==> src/rtl/dacw_pkg.sv <==
package dacw_pkg;
    typedef enum logic [1:0] {
        P_COUNT,
        P_VALUE,
        P_CHAN,
        P_WAIT
    } parse_st_t;

    typedef enum logic [2:0] {
        S_IDLE,
        S_LEAD,
        S_SHIFT,
        S_TRAIL,
        S_GAP
    } shift_st_t;
endpackage

==> src/rtl/dacw_frame_fmt.sv <==
module dacw_frame_fmt #(
    parameter int DATA_W  = 8,
    parameter int CH_BITS = 2,
    parameter int PAD_W   = 4,
    localparam int FRAME_W = CH_BITS + 2 + DATA_W + PAD_W
) (
    input  logic [DATA_W-1:0]  value,
    input  logic [CH_BITS-1:0] chan,
    output logic [FRAME_W-1:0] frame
);
    // Channel on top, reserved zero, update-now flag, value, zero pad.
    generate
        if (PAD_W > 0) begin : g_pad
            assign frame = {chan, 1'b0, 1'b1, value, {PAD_W{1'b0}}};
        end else begin : g_nopad
            assign frame = {chan, 1'b0, 1'b1, value};
        end
    endgenerate
endmodule

==> src/rtl/dacw_batch_parser.sv <==
module dacw_batch_parser
    import dacw_pkg::*;
#(
    parameter int DATA_W = 8
) (
    input  logic              clk,
    input  logic              rst_n,
    input  logic [DATA_W-1:0] in_data,
    input  logic              in_valid,
    output logic              in_ready,
    input  logic              frame_done,
    output logic              frame_start,
    output logic [DATA_W-1:0] value_q
);
    parse_st_t   state, state_nx;
    logic [DATA_W-1:0] remain_q;
    logic        take;

    assign take = in_valid && in_ready;

    // State register
    always_ff @(posedge clk) begin
        if (!rst_n) state <= P_COUNT;
        else        state <= state_nx;
    end

    // Next state
    always_comb begin
        state_nx = state;
        unique case (state)
            P_COUNT: if (take && (in_data != '0)) state_nx = P_VALUE;
            P_VALUE: if (take) state_nx = P_CHAN;
            P_CHAN:  if (take) state_nx = P_WAIT;
            P_WAIT:  if (frame_done)
                         state_nx = (remain_q == DATA_W'(1)) ? P_COUNT : P_VALUE;
            default: state_nx = P_COUNT;
        endcase
    end

    // Datapath registers
    always_ff @(posedge clk) begin
        if (!rst_n) begin
            remain_q <= '0;
            value_q  <= '0;
        end else begin
            if (state == P_COUNT && take) remain_q <= in_data;
            if (state == P_WAIT && frame_done) remain_q <= remain_q - DATA_W'(1);
            if (state == P_VALUE && take) value_q <= in_data;
        end
    end

    // Outputs
    always_comb begin
        in_ready    = (state != P_WAIT);
        frame_start = (state == P_CHAN) && take;
    end
endmodule

==> src/rtl/dacw_spi_shifter.sv <==
module dacw_spi_shifter
    import dacw_pkg::*;
#(
    parameter int FRAME_W  = 16,
    parameter int HALF_DIV = 2,
    localparam int HC_W  = (HALF_DIV > 1) ? $clog2(HALF_DIV) : 1,
    localparam int BIT_W = $clog2(FRAME_W)
) (
    input  logic               clk,
    input  logic               rst_n,
    input  logic               start,
    input  logic [FRAME_W-1:0] frame,
    output logic               done,
    output logic               sync_n,
    output logic               sclk,
    output logic               mosi
);
    shift_st_t state, state_nx;
    logic [HC_W-1:0]    hcnt;
    logic               tick;
    logic [BIT_W-1:0]   bitcnt;
    logic [FRAME_W-1:0] shreg;
    logic               sclk_q;
    logic               gap_half;
    logic               last_bit;

    assign tick     = (hcnt == HC_W'(HALF_DIV - 1));
    assign last_bit = (bitcnt == BIT_W'(FRAME_W - 1));

    // State register
    always_ff @(posedge clk) begin
        if (!rst_n) state <= S_IDLE;
        else        state <= state_nx;
    end

    // Next state
    always_comb begin
        state_nx = state;
        unique case (state)
            S_IDLE:  if (start) state_nx = S_LEAD;
            S_LEAD:  if (tick) state_nx = S_SHIFT;
            S_SHIFT: if (tick && sclk_q && last_bit) state_nx = S_TRAIL;
            S_TRAIL: if (tick) state_nx = S_GAP;
            S_GAP:   if (tick && gap_half) state_nx = S_IDLE;
            default: state_nx = S_IDLE;
        endcase
    end

    // Datapath: divider, shift register, clock phase
    always_ff @(posedge clk) begin
        if (!rst_n) begin
            hcnt     <= '0;
            bitcnt   <= '0;
            shreg    <= '0;
            sclk_q   <= 1'b0;
            gap_half <= 1'b0;
        end else begin
            if (state == S_IDLE || tick) hcnt <= '0;
            else                         hcnt <= hcnt + HC_W'(1);

            unique case (state)
                S_IDLE: begin
                    bitcnt   <= '0;
                    gap_half <= 1'b0;
                    sclk_q   <= 1'b0;
                    if (start) shreg <= frame;
                end
                S_SHIFT: begin
                    if (tick) begin
                        if (!sclk_q) begin
                            sclk_q <= 1'b1;
                        end else begin
                            sclk_q <= 1'b0;
                            if (!last_bit) begin
                                shreg  <= {shreg[FRAME_W-2:0], 1'b0};
                                bitcnt <= bitcnt + BIT_W'(1);
                            end
                        end
                    end
                end
                S_GAP: if (tick) gap_half <= 1'b1;
                default: ;
            endcase
        end
    end

    // Outputs
    always_comb begin
        sync_n = (state == S_IDLE) || (state == S_GAP);
        sclk   = sclk_q;
        mosi   = shreg[FRAME_W-1];
        done   = (state == S_GAP) && tick && gap_half;
    end
endmodule

==> src/rtl/dac4_frame_writer.sv <==
module dac4_frame_writer #(
    parameter int DATA_W   = 8,
    parameter int CH_BITS  = 2,
    parameter int PAD_W    = 4,
    parameter int HALF_DIV = 2
) (
    input  logic              clk,
    input  logic              rst_n,
    input  logic [DATA_W-1:0] in_data,
    input  logic              in_valid,
    output logic              in_ready,
    output logic              spi_sync_n,
    output logic              spi_sclk,
    output logic              spi_mosi
);
    localparam int FRAME_W = CH_BITS + 2 + DATA_W + PAD_W;

    logic              start;
    logic              done;
    logic [DATA_W-1:0] value_q;
    logic [FRAME_W-1:0] frame;

    dacw_batch_parser #(.DATA_W(DATA_W)) u_parser (
        .clk         (clk),
        .rst_n       (rst_n),
        .in_data     (in_data),
        .in_valid    (in_valid),
        .in_ready    (in_ready),
        .frame_done  (done),
        .frame_start (start),
        .value_q     (value_q)
    );

    dacw_frame_fmt #(.DATA_W(DATA_W), .CH_BITS(CH_BITS), .PAD_W(PAD_W)) u_fmt (
        .value (value_q),
        .chan  (in_data[CH_BITS-1:0]),
        .frame (frame)
    );

    dacw_spi_shifter #(.FRAME_W(FRAME_W), .HALF_DIV(HALF_DIV)) u_shift (
        .clk    (clk),
        .rst_n  (rst_n),
        .start  (start),
        .frame  (frame),
        .done   (done),
        .sync_n (spi_sync_n),
        .sclk   (spi_sclk),
        .mosi   (spi_mosi)
    );
endmodule

==> config.mk <==
export PLATFORM = sky130hd
export DESIGN_NAME = dac4_frame_writer
export DESIGN_NICKNAME = d
export VERILOG_FILES = /design/src/rtl/dacw_pkg.sv /design/src/rtl/dacw_frame_fmt.sv /design/src/rtl/dacw_batch_parser.sv /design/src/rtl/dacw_spi_shifter.sv /design/src/rtl/dac4_frame_writer.sv
export SDC_FILE = /design/constraint.sdc
export NUM_CORES = 1
export LEC_CHECK = 0
export ABC_AREA = 1
export BUFFER_PORTS_ARGS = -buffer_cell sky130_fd_sc_hd__clkbuf_2
export CORE_ASPECT_RATIO = 1.1
export CORE_MARGIN = 3
export CORE_UTILIZATION = 64
export DETAILED_ROUTE_END_ITERATION = 7
export PLACE_DENSITY = 0.94
export SYNTH_ARGS = -nofsm -noshare
export SYNTH_HDL_FRONTEND = slang
export SYNTH_SLANG_ARGS = --single-unit
==> constraint.sdc <==
create_clock -name clk -period 4.63 [get_ports clk]
set_clock_uncertainty 0.1 [all_clocks]
set_input_delay 0.2315 -clock clk [delete_from_list [all_inputs] [get_ports clk]]
set_output_delay 0.2315 -clock clk [all_outputs]
set_load 0.02 [all_outputs]
==> results of run 1 <==
==> area by class of cell <==
cell class                      instances  area [um^2]
Multi-Input combinational cell        240         1200
Tap cell                               34         42.5
Timing Repair Buffer                   14         70.1
Clock inverter                          1         7.51
Fill cell                             262          846
Clock buffer                            7         55.1
Inverter                               29          109
Sequential cell                        40          801
==> worst max-delay path by stage <==
stage                             end              start  slack [ps]  cells after the start
global placement    u_shift.shreg[13]  u_parser.state[0]        2800                     11
CTS                 u_shift.shreg[13]  u_parser.state[0]        2740                     11
global route         u_shift.state[1]   u_shift.state[1]        2530                      6
detailed placement  u_shift.shreg[13]  u_parser.state[0]        2760                     11
finish              u_shift.shreg[13]  u_parser.state[0]        2730                     11
floorplan           u_shift.shreg[15]  u_parser.state[0]        2970                     10
==> routing by layer <==
metal  track usage [%]  wire (um)
met2              41.4       2180
met3              6.20        178
met5                 0          0
met1              30.0       2050
met4              9.76         75
==> kinds of logic after synthesis <==
group,after synthesis,synth area share (%)
AOI/OAI and AO/OA,54,13.4
xor gates and xnor gates,3,1.22
adders and majority gates,8,4.65
buffers and inverters,37,7.16
DFF,40,37.2
and+or+nand+nor,175,36.4
==> tightest hold or removal path: stages <==
cell	delay, ps
clkbuf_2	110
nand3_1	90
a21oi_1	60
==> state kept, by name, summed over array words and instances, names as in the netlist <==
name and cells:
u_shift.shreg 12, u_shift.bitcnt 4, u_shift.gap_half 1, u_shift.hcnt 1, u_parser.state 2, u_shift.state 3, u_shift.sclk 1, u_parser.remain_q 8
u_parser.value_q 8
==> cells in the final DEF, fill, tap and decap left out, drive strengths merged <==
master    count
a211oi        1
a21oi        25
a221oi        1
a31oi         1
clkbuf       21
clkinvlp      1
dfxtp        40
ha            8
inv          29
nand2        93
nand3        23
nand3b        3
nand4         5
nor2         47
nor3          2
o21ai        25
o21bai        1
or2           2
xor2          3
==> stage by stage <==
step / area [um^2] / setup WS [ps]
final: 2280 / 2730
after global routing: 2280 / 2530
after CTS: 2280 / 2740
after detailed placement: 2220 / 2760
after global placement: 2220 / 2800
after floorplan: 2150 / 2970
==> report_power, final <==
group	switching, mW	total [mW]	internal (mW)	leakage (nW)
combinational	0.394	0.598	0.205	0.646
sequential	0.0620	0.477	0.415	0.326
clock	0.115	0.189	0.0744	0.0315
total	0.571	1.27	0.694	1.00
==> impl_metrics.env, run 1 <==
export IMPL_synth_common_cells="88 x nand2_1, 40 x dfxtp_1, 40 x nor2_1"
export IMPL_critical_path_max_stage_delay_ps=350
export IMPL_vias=2006
export IMPL_instances_no_fill=365
export IMPL_cts_hold_buffers=0
export IMPL_yosysMostFrequentCell="nand2_1"
export IMPL_syn_num_nets=336
export IMPL_setup_viol=0
export IMPL_ctsResizeCount=0
export IMPL_max_slew_margin_rel_pct=50.0
export IMPL_synthCells=317
export IMPL_grt_pass1_vias=1764
export IMPL_io_pin_count=15
export IMPL_first_iter_violations=106
export IMPL_max_cap_violations=0
export IMPL_end_kind="register"
export IMPL_arrival_ps=2020
export IMPL_finalMaxSlewViolations=0
export IMPL_grt_antenna_before_repair=0
export IMPL_cts_buffer_depth=2
export IMPL_outcome="finished, final reports clean"
export IMPL_ys_top_cells_by_area="dfxtp_1 37%, nand2_1 15%, nor2_1 7.0%, a21oi_1 5.8%, nand3_1 5.4%"
export IMPL_cts_setup_buffers=0
export IMPL_hp_class="in2reg"
export IMPL_hp_start="in_data[4]"
export IMPL_die_area_um2=4090
export IMPL_total_power_mw=1.27
export IMPL_viasPerCell=5.50
export IMPL_timing_hold_ws_ps=83.1
export IMPL_ys_ff_latch=40
export IMPL_path_buf_inv=3
export IMPL_ant_nets=0
export IMPL_clockRootBuffer="clkbuf_4"
export IMPL_final_nets=349
export IMPL_synth_cell_types=29
export IMPL_power_density_nw_per_um2=555
export IMPL_io_buffer_count=14
export IMPL_r2r_start="u_parser.state[0]"
export IMPL_start_kind="register"
export IMPL_syn2layout_area_growth_pct=6.05
export IMPL_rows=21
export IMPL_async_reset_ff_share_pct=0
export IMPL_reg2reg_depth=11
export IMPL_hold_viol=0
export IMPL_min_to="u_parser.value_q[4]"
export IMPL_drcViolationCount=0
export IMPL_rsz0062_at_grt="false"
export IMPL_yosysTopAreaCellShare_pct=37.2
export IMPL_timing_final_crit_share_pct=41.0
export IMPL_setup_tns_ps=0
export IMPL_grtUsageTotal_pct=24.9
export IMPL_seq_area_frac_synth_pct=37.2
export IMPL_grt_first_pass_wirelength_um=7600
export IMPL_synth_avg_cell_area_um2=6.78
export IMPL_reg2reg_to="u_shift.shreg[13]"
export IMPL_core_um2=3130
export IMPL_fmax_mhz=527
export IMPL_synth_flop_cell="dfxtp_1"
export IMPL_synth_edf_count=0
export IMPL_syn_area_um2=2150
export IMPL_grt_overflow=0
export IMPL_place_inst=357
export IMPL_clk_insertion_delay_late_ps=350
export IMPL_wl_um=4490
export IMPL_yosys_warnings=0
export IMPL_grt_max_degree=25
export IMPL_crit_chain="ha_1 -> inv_2 -> nand2_1 -> inv_2 -> nand2_1 -> nand2_4 -> inv_2 -> nor2_4 -> o21ai_0 -> nand2_1 -> nor2_1"
export IMPL_cpMaxStageDelayCell="dfxtp_1"
export IMPL_avgRoutedWirePerCell_um=12.3
export IMPL_firstDrtPassIters=4
export IMPL_hold_depth=3
export IMPL_fin_util_pct=72.9
export IMPL_place_congestion=0.908
export IMPL_drive_above_1_share_pct=12.7
export IMPL_die_w_um=61.3
export IMPL_tightest_slew_ps=749
export IMPL_clock_sinks=40
export IMPL_dp_hpwl_um=3350
export IMPL_path_clk_slew_ps=120
export IMPL_synth_area_leader_cell="dfxtp_1"
export IMPL_finalCriticalPeriod_ps=1900
export IMPL_crit_path_max_fanout=11
export IMPL_critPathTopFamily="simple AND/OR/NAND/NOR gates"
export IMPL_diodes=0
export IMPL_cts_buffers_inserted=5
export IMPL_cts_tree="yes"
export IMPL_power_leakage_nw=1.00
export IMPL_reg2reg_slack_ps=2730
export IMPL_die_h_um=66.8
export IMPL_initial_core_util_pct=68.8
export IMPL_ir_worst_vdd_mv=0.308
export IMPL_cp_required_ps=4750
export IMPL_critPathKind="reg2reg"
export IMPL_htreeDepth=2
Note: power is estimated with default switching activity, not from simulation.
==> inputs of run 2 (changes only) <==
- CORE_UTILIZATION: 64 -> 59
- PLACE_DENSITY: 0.94 -> 0.88
- clock period: 4.63 -> 1.75 ns (I/O delays scaled with it)
==> run 2 against run 1 <==
Compared with the run above:
- design area increased by 11%
- global-route usage fell by 0.92 points
- critical endpoint is now u_shift.shreg[15]
- combinational power rose to 3.1 times the previous value
- fmax increased by 16%
- total power increased to 2.9 times the previous value
- critical path type unchanged
==> impl_metrics.env, run 2 (synthesized netlist as in run 1, its figures left out) <==
export IMPL_path_clk_slew_ps=120
export IMPL_power_density_nw_per_um2=1480
export IMPL_drcViolationCount=0
export IMPL_path_buf_inv=4
export IMPL_diodes=0
export IMPL_fmax_mhz=611
export IMPL_place_congestion=0.800
export IMPL_r2r_start="u_parser.state[0]"
export IMPL_grt_max_degree=16
export IMPL_rows=22
export IMPL_crit_top_cell="inv_2"
export IMPL_cts_tree="yes"
export IMPL_hp_start="rst_n"
export IMPL_layout_commonest_cell="nand2_1"
export IMPL_grt_first_pass_wirelength_um=8630
export IMPL_reg_top3="u_shift.shreg x12, u_parser.remain_q x8, u_parser.value_q x8"
export IMPL_setup_viol=0
export IMPL_firstDrtPassIters=4
export IMPL_cts_buffer_depth=2
export IMPL_core_um2=3410
export IMPL_power_leakage_nw=1.12
export IMPL_grtUsageTotal_pct=24.0
export IMPL_die_w_um=63.6
export IMPL_io_buffer_count=14
export IMPL_outcome="finished, final reports clean"
export IMPL_largest_register_ffs=12
export IMPL_dp_hpwl_um=3410
export IMPL_drive_above_1_share_pct=18.1
export IMPL_die_area_um2=4410
export IMPL_place_ws_ps=44.4
export IMPL_end_kind="register"
export IMPL_startpoint="u_parser.state[0]"
export IMPL_power_net_switching_mw=1.61
export IMPL_start_kind="register"
export IMPL_clk_insertion_delay_late_ps=360
export IMPL_clock_sinks=40
export IMPL_crit_path_max_fanout=7
export IMPL_critical_path_max_stage_delay_ps=360
export IMPL_cp_required_ps=1940
export IMPL_initial_core_util_pct=63.0
export IMPL_p_seq_share_pct=34.2
export IMPL_clockRootBuffer="clkbuf_4"
export IMPL_syn2layout_area_growth_pct=17.3
export IMPL_finalCriticalPeriod_ps=1640
export IMPL_htreeDepth=2
export IMPL_timing_final_crit_share_pct=93.6
export IMPL_vias=2167
export IMPL_setup_slack_ps=112
export IMPL_die_h_um=69.3
export IMPL_grt_overflow=0
export IMPL_ant_nets=0
export IMPL_tightest_slew_ps=423
export IMPL_cell_internal_pwr_mw=2.11
export IMPL_hp_class="in2reg"
export IMPL_cpMaxStageDelayCell="dfxtp_2"
export IMPL_critPathTopFamily="simple AND/OR/NAND/NOR gates"
export IMPL_viasPerCell=5.40
export IMPL_wl_um=5170
export IMPL_max_cap_violations=0
export IMPL_mostFrequentLayoutCells="87 x nand2_1, 40 x nor2_1, 36 x dfxtp_1"
export IMPL_crit_chain="ha_1 -> inv_2 -> nand2_2 -> inv_2 -> nand2_1 -> nand2_4 -> inv_2 -> nor2_4 -> buf_6 -> o21ai_1 -> nor2_1"
export IMPL_switching_share_pct=43.4
export IMPL_grt_pass1_vias=2038
export IMPL_final_nets=371
export IMPL_arrival_ps=1830
export IMPL_registers_top_by_ff_count="u_shift.shreg"
export IMPL_p_clk_share_pct=16.6
export IMPL_max_slew_margin_rel_pct=71.8
export IMPL_share_comb_of_total_power_pct=49.2
export IMPL_fin_util_pct=73.9
export IMPL_first_iter_violations=115
export IMPL_io_pin_count=15
export IMPL_grt_antenna_before_repair=0
export IMPL_ir_worst_vdd_mv=1.06
export IMPL_cts_buffers_inserted=5
export IMPL_critPathKind="reg2reg"
export IMPL_finalMaxSlewViolations=0
export IMPL_hold_viol=0
export IMPL_avgRoutedWirePerCell_um=12.9
run 2: worst paths after layout:
path / end / slack [ps] / depth (start not counted)
setup / recovery: u_shift.shreg[15] / 110 / 11
hold / removal: u_parser.state[0] / 30 / 3
setup reg to reg: u_shift.shreg[15] / 110 / 11
hold reg to reg: u_parser.value_q[1] / 370 / 2
run 2: power groups by stage:
stage                     sequential (mW)  clock, mW  combinational [mW]
after global placement               1.27          0                1.61
final                                1.27      0.618                1.83
after floorplan                      1.26          0                1.32
after global routing                 1.30      0.664                2.07
after CTS                            1.26      0.622                1.67
after detailed placement             1.28          0                1.65
run 2: area by class of cell:
cell class	count	area [um^2]
Multi-Input combinational cell	240	1210
Fill cell	287	891
Tap cell	48	60.1
Clock inverter	3	42.5
Clock buffer	5	37.5
Timing Repair Buffer	36	259
Inverter	29	109
Sequential cell	40	806
run 2: per-layer routing:
metal  share of wire (%)  global-route usage (%)  vias up  wire length, um
li1                    -                       -     1097                -
met3                 5.5                    4.70       10              285
met1                  43                    29.6      982             2240
met5                   0                       0        -                0
met2                  50                    39.9       78             2560
met4                 1.5                    10.8        0               78
run 2: repair_timing:
action                                  4_1_cts  5_1_grt
endpoints found under the hold margin         8        0
buffers inserted                              0        6
gates resized for setup                       0       11
hold buffers                                  8        0
endpoints found under the setup margin        0       17
run 2: tightest hold or removal path, delay by kind of cell:
family	cells	cell delay (ps)
AND/OR/NAND/NOR	2	150
buffers and inverters	1	210
run 2: through the flow:
step / TNS (ps) / cells / hold WS [ps] / power (mW) / instance area (um^2)
2_1_floorplan: 0 / 317 / 101 / 2.58 / 2150
3_3_place_gp: 0 / 379 / 283 / 2.88 / 2300
3_5_place_dp: 0 / 379 / 284 / 2.93 / 2300
4_1_cts: 0 / 395 / 29.1 / 3.56 / 2460
5_1_grt: -11.0 / 401 / 64.0 / 4.03 / 2520
6_report: 0 / 401 / 28.9 / 3.72 / 2520
